`src/rtl/pbg_pkg.sv`:
```
package pbg_pkg;

  localparam int NUM_PHASES = 2;
  localparam int NUM_LEGS   = 2 * NUM_PHASES;
  localparam int MIN_PERIOD = 4;
  localparam int MIN_DEAD   = 1;

  // Period in use: never shorter than the smallest workable period.
  function automatic int eff_period(input int p);
    return (p < MIN_PERIOD) ? MIN_PERIOD : p;
  endfunction

  // Pulse width in use: at least one cycle, at most half a period.
  function automatic int eff_width(input int w, input int p);
    int half;
    half = p / 2;
    if (w < 1) return 1;
    if (w > half) return half;
    return w;
  endfunction

  // Dead time in use: a gap of at least one cycle on every switch-over.
  function automatic int eff_dead(input int d);
    return (d < MIN_DEAD) ? MIN_DEAD : d;
  endfunction

  // Lag of phase B behind phase A, folded into 0..p-1.
  function automatic int phase_lag(input int off, input bit rev, input int p);
    int o;
    o = rev ? -off : off;
    if (o > p - 1) o = p - 1;
    if (o < -(p - 1)) o = -(p - 1);
    return (o < 0) ? (o + p) : o;
  endfunction

endpackage

```
`src/rtl/pbg_phase_gen.sv`:
```
module pbg_phase_gen #(
  parameter int CNT_W   = 10,
  parameter int DT_W    = 4,
  parameter int PULSE_W = 16
) (
  input  logic               clk,
  input  logic               rst_n,
  input  logic               kill,
  input  logic               go,
  input  logic [CNT_W-1:0]   period_in,
  input  logic [CNT_W-1:0]   width_in,
  input  logic [DT_W-1:0]    dead_in,
  input  logic [PULSE_W-1:0] pulses_in,
  output logic               pos_want,
  output logic               neg_want,
  output logic               last,
  output logic [DT_W-1:0]    dead_q
);
  import pbg_pkg::*;

  logic               active;
  logic [CNT_W-1:0]   cnt;
  logic [CNT_W-1:0]   per_q;
  logic [CNT_W-1:0]   wid_q;
  logic [PULSE_W-1:0] left;

  logic [CNT_W-1:0]   per_e;
  logic [CNT_W-1:0]   wid_e;
  logic [DT_W-1:0]    dead_e;
  logic [CNT_W-1:0]   half;
  logic               boundary;
  logic               wrap;

  // Snapshot values derived from the live configuration.
  assign per_e  = CNT_W'(eff_period(int'(period_in)));
  assign wid_e  = CNT_W'(eff_width(int'(width_in), int'(per_e)));
  assign dead_e = DT_W'(eff_dead(int'(dead_in)));

  assign boundary = active && (cnt == per_q - CNT_W'(1));
  assign last     = boundary && (left == PULSE_W'(1));
  assign wrap     = boundary && !last;
  assign half     = per_q >> 1;

  always_ff @(posedge clk) begin
    if (!rst_n) begin
      active <= 1'b0;
      cnt    <= '0;
      left   <= '0;
      per_q  <= CNT_W'(MIN_PERIOD);
      wid_q  <= CNT_W'(1);
      dead_q <= DT_W'(MIN_DEAD);
    end else if (kill) begin
      active <= 1'b0;
      cnt    <= '0;
      left   <= '0;
    end else if (go) begin
      active <= 1'b1;
      cnt    <= '0;
      left   <= pulses_in;
      per_q  <= per_e;
      wid_q  <= wid_e;
      dead_q <= dead_e;
    end else if (last) begin
      active <= 1'b0;
      cnt    <= '0;
      left   <= '0;
    end else if (wrap) begin
      cnt    <= '0;
      left   <= left - PULSE_W'(1);
      per_q  <= per_e;
      wid_q  <= wid_e;
      dead_q <= dead_e;
    end else if (active) begin
      cnt    <= cnt + CNT_W'(1);
    end
  end

  // Positive pulse opens the period, negative pulse opens the second half.
  assign pos_want = active && !kill && (cnt < wid_q);
  assign neg_want = active && !kill && (cnt >= half) && ((cnt - half) < wid_q);

endmodule

```
`src/rtl/pbg_dead_stage.sv`:
```
module pbg_dead_stage #(
  parameter int DT_W = 4
) (
  input  logic            clk,
  input  logic            rst_n,
  input  logic            want,
  input  logic [DT_W-1:0] dead,
  output logic            hs,
  output logic            ls
);
  localparam logic [DT_W-1:0] AGE_MAX = '1;

  logic            prev;
  logic [DT_W-1:0] age;
  logic            changed;
  logic [DT_W:0]   next_age;
  logic            settled;

  assign changed  = (want != prev);
  assign next_age = changed ? '0 :
                    (age == AGE_MAX) ? {1'b0, AGE_MAX} : ({1'b0, age} + (DT_W+1)'(1));
  assign settled  = (next_age >= {1'b0, dead});

  always_ff @(posedge clk) begin
    if (!rst_n) begin
      prev <= 1'b0;
      age  <= AGE_MAX;
      hs   <= 1'b0;
      ls   <= 1'b1;
    end else begin
      prev <= want;
      age  <= next_age[DT_W-1:0];
      hs   <= settled && want;
      ls   <= settled && !want;
    end
  end

endmodule

```
`src/rtl/pbg_run_ctrl.sv`:
```
module pbg_run_ctrl #(
  parameter int CNT_W   = 10,
  parameter int PULSE_W = 16
) (
  input  logic                    clk,
  input  logic                    rst_n,
  input  logic                    standby,
  input  logic                    start,
  input  logic [CNT_W-1:0]        cfg_period,
  input  logic signed [CNT_W:0]   cfg_offset,
  input  logic                    cfg_dir,
  input  logic [PULSE_W-1:0]      cfg_pulses,
  input  logic                    b_last,
  output logic                    start_ok,
  output logic                    b_go,
  output logic [PULSE_W-1:0]      b_pulses,
  output logic                    busy,
  output logic                    done
);
  import pbg_pkg::*;

  logic [CNT_W-1:0]   lag_e;
  logic [CNT_W-1:0]   lag_wait;
  logic [PULSE_W-1:0] pulses_q;

  assign lag_e    = CNT_W'(phase_lag(int'(cfg_offset), cfg_dir,
                                     eff_period(int'(cfg_period))));
  assign start_ok = start && !busy && !standby && (cfg_pulses != '0);
  assign b_go     = !standby && ((start_ok && lag_e == '0) ||
                                 (lag_wait == CNT_W'(1)));
  assign b_pulses = start_ok ? cfg_pulses : pulses_q;

  always_ff @(posedge clk) begin
    if (!rst_n) begin
      busy     <= 1'b0;
      done     <= 1'b0;
      lag_wait <= '0;
      pulses_q <= '0;
    end else if (standby) begin
      busy     <= 1'b0;
      done     <= 1'b0;
      lag_wait <= '0;
    end else begin
      done <= busy && b_last;
      if (start_ok) begin
        busy     <= 1'b1;
        lag_wait <= lag_e;
        pulses_q <= cfg_pulses;
      end else begin
        if (lag_wait != '0) lag_wait <= lag_wait - CNT_W'(1);
        if (b_last) busy <= 1'b0;
      end
    end
  end

endmodule

```
`src/rtl/piezo_bridge_gen.sv`:
```
module piezo_bridge_gen #(
  parameter int CNT_W   = 10,
  parameter int DT_W    = 4,
  parameter int PULSE_W = 16
) (
  input  logic                  clk,
  input  logic                  rst_n,
  input  logic                  standby,
  input  logic                  start,
  input  logic [CNT_W-1:0]      cfg_period,
  input  logic [CNT_W-1:0]      cfg_width,
  input  logic [DT_W-1:0]       cfg_dead,
  input  logic signed [CNT_W:0] cfg_offset,
  input  logic                  cfg_dir,
  input  logic [PULSE_W-1:0]    cfg_pulses,
  output logic [3:0]            hs,
  output logic [3:0]            ls,
  output logic                  busy,
  output logic                  done
);
  import pbg_pkg::*;

  logic                    start_ok;
  logic                    b_go;
  logic                    b_last;
  logic [PULSE_W-1:0]      b_pulses;
  logic [NUM_PHASES-1:0]   go_w;
  logic [NUM_PHASES-1:0]   pos_w;
  logic [NUM_PHASES-1:0]   neg_w;
  logic [NUM_PHASES-1:0]   last_w;
  logic [DT_W-1:0]         dead_w   [NUM_PHASES];
  logic [PULSE_W-1:0]      pulses_w [NUM_PHASES];
  logic [NUM_LEGS-1:0]     want_w;

  assign b_last = last_w[NUM_PHASES-1];

  pbg_run_ctrl #(.CNT_W(CNT_W), .PULSE_W(PULSE_W)) u_ctrl (
    .clk        (clk),
    .rst_n      (rst_n),
    .standby    (standby),
    .start      (start),
    .cfg_period (cfg_period),
    .cfg_offset (cfg_offset),
    .cfg_dir    (cfg_dir),
    .cfg_pulses (cfg_pulses),
    .b_last     (b_last),
    .start_ok   (start_ok),
    .b_go       (b_go),
    .b_pulses   (b_pulses),
    .busy       (busy),
    .done       (done)
  );

  for (genvar g = 0; g < NUM_PHASES; g++) begin : g_phase
    if (g == 0) begin : g_lead
      assign go_w[g]     = start_ok;
      assign pulses_w[g] = cfg_pulses;
    end else begin : g_lag
      assign go_w[g]     = b_go;
      assign pulses_w[g] = b_pulses;
    end

    pbg_phase_gen #(.CNT_W(CNT_W), .DT_W(DT_W), .PULSE_W(PULSE_W)) u_gen (
      .clk       (clk),
      .rst_n     (rst_n),
      .kill      (standby),
      .go        (go_w[g]),
      .period_in (cfg_period),
      .width_in  (cfg_width),
      .dead_in   (cfg_dead),
      .pulses_in (pulses_w[g]),
      .pos_want  (pos_w[g]),
      .neg_want  (neg_w[g]),
      .last      (last_w[g]),
      .dead_q    (dead_w[g])
    );
  end

  for (genvar l = 0; l < NUM_LEGS; l++) begin : g_leg
    if (l % 2 == 0) begin : g_pos
      assign want_w[l] = pos_w[l/2];
    end else begin : g_neg
      assign want_w[l] = neg_w[l/2];
    end

    pbg_dead_stage #(.DT_W(DT_W)) u_dead (
      .clk   (clk),
      .rst_n (rst_n),
      .want  (want_w[l]),
      .dead  (dead_w[l/2]),
      .hs    (hs[l]),
      .ls    (ls[l])
    );
  end

endmodule

```
`config.mk`:
```
export PLATFORM = sky130hd
export DESIGN_NAME = piezo_bridge_gen
export DESIGN_NICKNAME = d
export VERILOG_FILES = /design/src/rtl/pbg_pkg.sv /design/src/rtl/pbg_phase_gen.sv /design/src/rtl/pbg_dead_stage.sv /design/src/rtl/pbg_run_ctrl.sv /design/src/rtl/piezo_bridge_gen.sv
export SDC_FILE = /design/constraint.sdc
export NUM_CORES = 1
export LEC_CHECK = 0
export BUFFER_PORTS_ARGS = -buffer_cell sky130_fd_sc_hd__buf_2
export CAP_MARGIN = 0
export CORE_ASPECT_RATIO = 0.9
export CORE_UTILIZATION = 45
export CTS_BUF_LIST = sky130_fd_sc_hd__clkbuf_8
export DETAILED_ROUTE_END_ITERATION = 16
export GPL_TIMING_DRIVEN = 0
export SETUP_SLACK_MARGIN = 0.05
export SLEW_MARGIN = 20
export SYNTH_ARGS = -nofsm -noshare
export SYNTH_HDL_FRONTEND = slang
export SYNTH_SLANG_ARGS = --single-unit
```
`constraint.sdc`:
```
create_clock -name clk -period 15.8 [get_ports clk]
set_input_delay 3.16 -clock clk [delete_from_list [all_inputs] [get_ports clk]]
set_output_delay 3.16 -clock clk [all_outputs]
set_load 0.005 [all_outputs]
```
; ---- Yosys cells after proc, flatten, opt, wreduce, memory -nomap -nowiden
; Index checks and enable logic that the tools add are counted.
[op_classes]
add_sub_neg = 17
mul = 0
div = 0
order_cmp = 17
eq_ne = 15
shift = 0
muxes = 53
n_bitwise = 2
n_reduce_logical = 53
[op_table]
columns = operator, count
row1 = $mux W10, 18
row2 = $mux W16, 7
row3 = $mux W32, 3
row4 = $lt A10 B10 Y1, 4
row5 = $mux W5, 8
row6 = $eq A16 B1 Y1 const B, 2
row7 = $gt A32 B32 Y1, 1
row8 = $lt A32 B1 Y1 const B, 1
row9 = $lt A32 B32 Y1, 1
row10 = $neg A11 Y32, 1
row11 = $neg A32 Y32, 1
row12 = $sub A16 B1 Y16 const B, 2
row13 = $sub A32 B2 Y32 const B, 1
row14 = $sub A10 B1 Y10 const B, 3
row15 = $logic_and A1 B1 Y1, 28
row16 = $mux W4, 7
row17 = $add A10 B1 Y10 const B, 2
row18 = $add A4 B1 Y5 const B, 4
row19 = $eq A10 B10 Y1, 2
row20 = $ge A10 B9 Y1, 2
row21 = $ge A5 B4 Y1, 4
row22 = $sub A10 B9 Y10, 2
row23 = $eq A4 B4 Y1 const B, 4
row24 = $reduce_bool A16 Y1, 1
row25 = other kinds (20), 48
[word_totals]
reg_bits = 158
latchBits = 0
ram_bits = 0
romBits = 0
wordCells = 189
mem_count = 0

; ---- Longest topological paths before layout
[logic_depth]
depth_word = 15
depth_mapped = 46
ltp_nobuf = 40

; ---- Hierarchy
; Synthesis repeated with hierarchy kept, for this count alone.
[unflattened]
cells_unflattened = 1823
hier_area_um2 = 14249.9
[modules_own_cells]
columns = module, instances, cells_per_inst, area_per_inst_um2, seq_area_each_um2
row1 = pbg_run_ctrl, 1, 682, 4928.5, 560.5
row2 = pbg_phase_gen (g_phase[1].u_gen), 1, 501, 3940.0, 1021.0
row3 = pbg_phase_gen (g_phase[0].u_gen), 1, 480, 3839.9, 1021.0
row4 = pbg_dead_stage, 4, 40, 385.4, 140.1

; ---- Least setup slack after synthesis
; Ideal clock, no wire load.
[synth_timing]
path_kind = input-to-reg
startpoint = input port cfg_period[6]
endpoint = register g_phase[1].u_gen.per_q[2]
setup_ns = 0.123
t_arrival_ns = 12.616
required_time_ns = 15.677
path_slack_ns = 3.061
stages = 42
n_path_buf = 5
path_cell_list = buf_4 -> nor4_4 -> nand2_2 -> o21ai_1 -> ha_1 -> nand2b_1 -> a211oi_1 -> xnor2_1 -> inv_1 -> ha_1 -> nand4_1 -> a21o_1 -> a221oi_1 -> nor3_1 -> nor2_1 -> buf_2 -> clkbuf_1 -> clkbuf_1 -> (+6 left out) -> nor3_1 -> o21bai_1 -> mux2i_1 -> ha_1 -> inv_1 -> fa_1 -> nor2b_1 -> o21ai_1 -> a21oi_1 -> nor3_1 -> or4_1 -> a2111oi_0 -> nand2b_1 -> a2111oi_1 -> a211oi_2 -> a31o_1 -> buf_6 -> mux2_1
[synth_via]
elab_chain_cells = 15
[synth_lines]
columns = item, line
row1 = "start, declared", piezo_bridge_gen.sv:10  ; input logic [CNT_W-1:0] cfg_period,
row2 = $lt A10 B3 Y1, pbg_pkg.sv:10  ; return (p < MIN_PERIOD) ? MIN_PERIOD : p;
row3 = $mux W10 *, pbg_pkg.sv:10
row4 = $sub A32 B2 Y32, "pbg_pkg.sv:31, pbg_pkg.sv:32"
row5 = $gt A32 B32 Y1, pbg_pkg.sv:31  ; if (o > p - 1) o = p - 1;
row6 = $mux W32, pbg_pkg.sv:31
row7 = $lt A32 B32 Y1, pbg_pkg.sv:32  ; if (o < -(p - 1)) o = -(p - 1);
row8 = $mux W32, pbg_pkg.sv:32
row9 = $lt A32 B1 Y1 / $add A10 B10 Y10 (equally long branches), pbg_pkg.sv:33  ; return (o < 0) ? (o + p) : o;
row10 = $mux W10, pbg_pkg.sv:33
row11 = $logic_not A10 Y1, pbg_run_ctrl.sv:29  ; assign b_go = !standby && ((start_ok && lag_e == '0) ||
row12 = $logic_and A1 B1 Y1, pbg_run_ctrl.sv:29
row13 = $logic_or A1 B1 Y1, pbg_run_ctrl.sv:29
row14 = $logic_and A1 B1 Y1, pbg_run_ctrl.sv:29
row15 = $ne A2 B2 Y1 (no line) / $reduce_bool A2 Y1 (equally long branches), --
row16 = $reduce_and A3 Y1 (no line), --
row17 = "end signal, assigned", pbg_phase_gen.sv:49  ; per_q <= CNT_W'(MIN_PERIOD);
row18 = "end signal, assigned", pbg_phase_gen.sv:60  ; per_q <= per_e;
row19 = "end signal, assigned", pbg_phase_gen.sv:70  ; per_q <= per_e;
row20 = "end, declared", pbg_phase_gen.sv:23  ; logic [CNT_W-1:0] per_q;
; Every way passes the cells marked *; elsewhere a longest branch is shown, timed or not. The select of a mux whose other input is x is not followed.
; A chain may end at the register's enable or synchronous reset.

; ---- Final worst setup path
[layout_timing]
startpoint = input port cfg_period[5]
endpoint = register g_phase[1].u_gen.cnt[6]
[layout_via]
elab_chain_cells = 14
[layout_lines]
columns = item, line
row1 = $lt A10 B3 Y1, pbg_pkg.sv:10
row2 = $mux W10 *, pbg_pkg.sv:10
row3 = $sub A32 B2 Y32, "pbg_pkg.sv:31, pbg_pkg.sv:32"
row4 = $gt A32 B32 Y1, pbg_pkg.sv:31
row5 = $mux W32, pbg_pkg.sv:31
row6 = $lt A32 B32 Y1, pbg_pkg.sv:32
row7 = $mux W32, pbg_pkg.sv:32
row8 = $lt A32 B1 Y1 / $add A10 B10 Y10 (equally long branches), pbg_pkg.sv:33
row9 = $mux W10 *, pbg_pkg.sv:33
row10 = $logic_not A10 Y1 *, pbg_run_ctrl.sv:29
row11 = $logic_and A1 B1 Y1 *, pbg_run_ctrl.sv:29
row12 = $logic_or A1 B1 Y1 *, pbg_run_ctrl.sv:29
row13 = $logic_and A1 B1 Y1 *, pbg_run_ctrl.sv:29
row14 = $reduce_or A5 Y1 (no line) *, --
row15 = "end signal, assigned", pbg_phase_gen.sv:74  ; cnt <= cnt + CNT_W'(1);
row16 = "end, declared", pbg_phase_gen.sv:22  ; logic [CNT_W-1:0] cnt;
; Every way passes the cells marked *; elsewhere a longest branch is shown, timed or not.

==> impl_results.md <==
- Run status: finished clean
- Post-synth ARST share: 0%
- Final hold vios: 0
- Total number of vias: around 13000
- Worst slew pin tran: ~0.9 ns
- Hpwl dp: between 30000 and 40000 µm
- Clk root buf: clkbuf_8
- # fillers: 3017
- Initial antenna violation count: 2
- Max-slew violations: 0
- Number of DRC markers in iteration 0: about 760
- Fin Clk Skew: 0.0178 ns
- Tot Pwr: ~0.0013 W
- Register area share after synthesis: 22.7%
- Row Count: 60
- Crit path launch type: input pin
- Nets: 2139
- First-pass GRT wire length: about 64000 µm
- Peak VDD IR: 0.0000689 V
- Count of input and output buffers: 59
- Final setup vio count: 0
- Register area: between 0.003 and 0.004 mm²
- TritonCTS Buffers: 17
- Routed met3 length: 1970 µm
- Post-synth EDFFs: 0
- Residual DRC: 0
- Sum Neg Setup Slack: 0 ns
- Initial DRT Pass Iterations: 5
- Post-CTS setup repair buffer count: 0
- Vias in the first global route: about 12000
- Cell with the most instances after synthesis: nand2_1
- Leak: 6.56 nW
- Fin crit period: 14.74 ns
- Crit end category: flop
- Synthesized area per cell: about 7.7 µm²
- Highest metal used: met5
- Worst EP arrival: roughly 15 ns
- Full die area: approximately 0.032 mm²
- Latest clock arrival within the worst-skew pair: 0.49 ns
- Routed wl met2: 17400 µm
- M1 WL: 19200 µm
- Slew headroom: 39.3%
- Synth unique cells: 89
- Hold buffer count at cts: 0
- Synth area leader: dfxtp_1
- Data required, critical path: 16.16 ns
- Pwr/cell area: 84.7 mW/mm²
- # IOs: 66
- RSZ-0062 raised after global routing: no
- Number of synthesized register bits: 158
- # resized after CTS: 0
- Top post-synthesis cells by area: dfxtp_1 (23%), ha_1 (15%), nand2_1 (5.7%), a21oi_1 (4.2%), mux2i_1 (3.7%)
- Initial core utilization: 46.2%
- Worst Hold Class: flop to flop
- Die Width: 188 µm
- Dominant synthesized flop cell: dfxtp_1
- Total GRT Usage: 25.2%
- Hold Slack: 0.462 ns
- Post-DRT Antenna Nets: 0
- Grt total ovfl: 0
- Max cap viols: 0
- Mapped Cells: 1814
- CTS tree: yes
- GPL Wtd Cong: 0.921
- Netlist Area Pre-Place: 0.0140 mm²
- Clock Tree Buf Depth: 2
- Area Growth Syn to Fin: 9.25%
- Fraction of layout cells with a size suffix above 1: 8.32%
- Vias per cell: between 5 and 6
- Top-area cell type share of the netlist area: 22.7%
- Worst Path Max Fanout: 10
- CP max stage delay: 0.68 ns
- Final worst path period share: 93.3%
- Area of the multi-input gates: around 0.01 mm²
- Critical setup path kind: input pin to flop
- Clk sinks: about 160
- Routed wire length: 39600 µm
- Reg clk slew, reported paths: 0.09 ns
- Core ar.: 0.0302 mm²
- Achievable Freq: 67.8 MHz
- CP max-delay cell: a2111oi_0
- Ys Warns: 0
- H-tree level count: 4
- Drt wl/cell: 17.0 µm
- Largest net degree at the start of global routing: 17
- Synth top cells by count: nand2_1 (211), ha_1 (171), dfxtp_1 (158)
- Chip height: 169 µm
## path summary, 6_finish.rpt
path / depth (start not counted) / slack, ns / end / start
setup / recovery: 42 / 1.06 / g_phase[1].u_gen.cnt[6] / cfg_period[5]
hold / removal: 2 / 0.46 / g_phase[0].u_gen.wid_q[8] / g_phase[0].u_gen.wid_q[8]
setup reg to reg: 24 / 10.26 / g_leg[3].u_dead.ls / g_phase[1].u_gen.per_q[2]
hold reg to reg: 2 / 0.46 / g_phase[0].u_gen.wid_q[8] / g_phase[0].u_gen.wid_q[8]
## layout by cell type (no fill, tap or decap), drive strengths merged, types with 7 or more instances in the layout
master   count
a31oi       19
a221oi       7
or2          9
nand3       44
nor4        34
nand2b      21
dfxtp      158
nand3b       7
a2111oi      7
nor2b       23
and2        12
xor2        43
nor3b       10
clkbuf      83
mux2i       52
buf         88
o31ai       19
o21a        15
xnor2       57
o211ai      15
a21boi      11
or3         21
ha         171
a211oi      30
nand4       33
nand2      212
a21o        40
or4         10
nor2       138
a21oi      117
inv        117
conb        18
and3        17
o21ai       95
nor3        87
## layout make-up
cell class                      count  area share, %
Sequential cell                   158           20.8
Clock inverter                     13          0.854
Tap cell                          403           3.31
Multi-Input combinational cell   1467           65.8
Antenna cell                        3         0.0493
Timing Repair Buffer               59           1.94
Buffer                             93           2.82
Clock buffer                       19           1.72
Inverter                          113           2.78
## critical path, delay by kind of cell
family                   cells  cell delay (ns)
multiplexers                 3             1.13
AND/OR/NAND/NOR             15             3.64
AO/OA/AOI/OAI               11             3.39
buffers and inverters        8             1.98
adder cells (fa/ha/maj)      5             1.73
## logic make-up after synthesis
family          synth area share [%]
other cells                   0.0269
flops                           22.7
fa+ha+maj                       15.8
compound gates                  20.2
xor+xnor                        6.71
buf+inv                         6.12
mux                             4.05
simple gates                    24.5
## metrics by stage
stage                     std cells  utilization (%)  worst slack, ns  area (µm²)
after floorplan                1831                -             3.06       14000
after global placement         2293             49.1            0.741       14800
after detailed placement       2293             49.1            0.587       14800
after CTS                      2325             50.4             1.08       15200
after global routing           2326             50.5            0.206       15200
final                          2328             50.5             1.06       15200
## where the power goes
group	internal [W]	leakage, nW	switching (W)	total, W
registers	0.000433	1.28	0.0000299	0.000463
logic	0.000218	5.08	0.000302	0.000519
clock network	0.000136	0.192	0.000173	0.000309
total	0.000787	6.56	0.000505	0.00129
## layer usage
metal  vias to the layer above  track usage (%)
li1                       6703                -
met1                      6161             34.7
met2                       309             40.7
met3                        56             3.52
met4                         2             7.85
met5                         -                0
## sequential cells by signal, indices dropped and copies added, names as in the netlist
name                  count
g_leg.u_dead.age         16
g_leg.u_dead.hs           4
g_leg.u_dead.ls           4
g_leg.u_dead.prev         4
g_phase.u_gen.active      2
g_phase.u_gen.cnt        20
g_phase.u_gen.dead_q      8
g_phase.u_gen.left       32
g_phase.u_gen.per_q      20
g_phase.u_gen.wid_q      20
u_ctrl.busy               1
u_ctrl.done               1
u_ctrl.lag_wait          10
u_ctrl.pulses_q          16
Power figures use the tool's default switching activity.
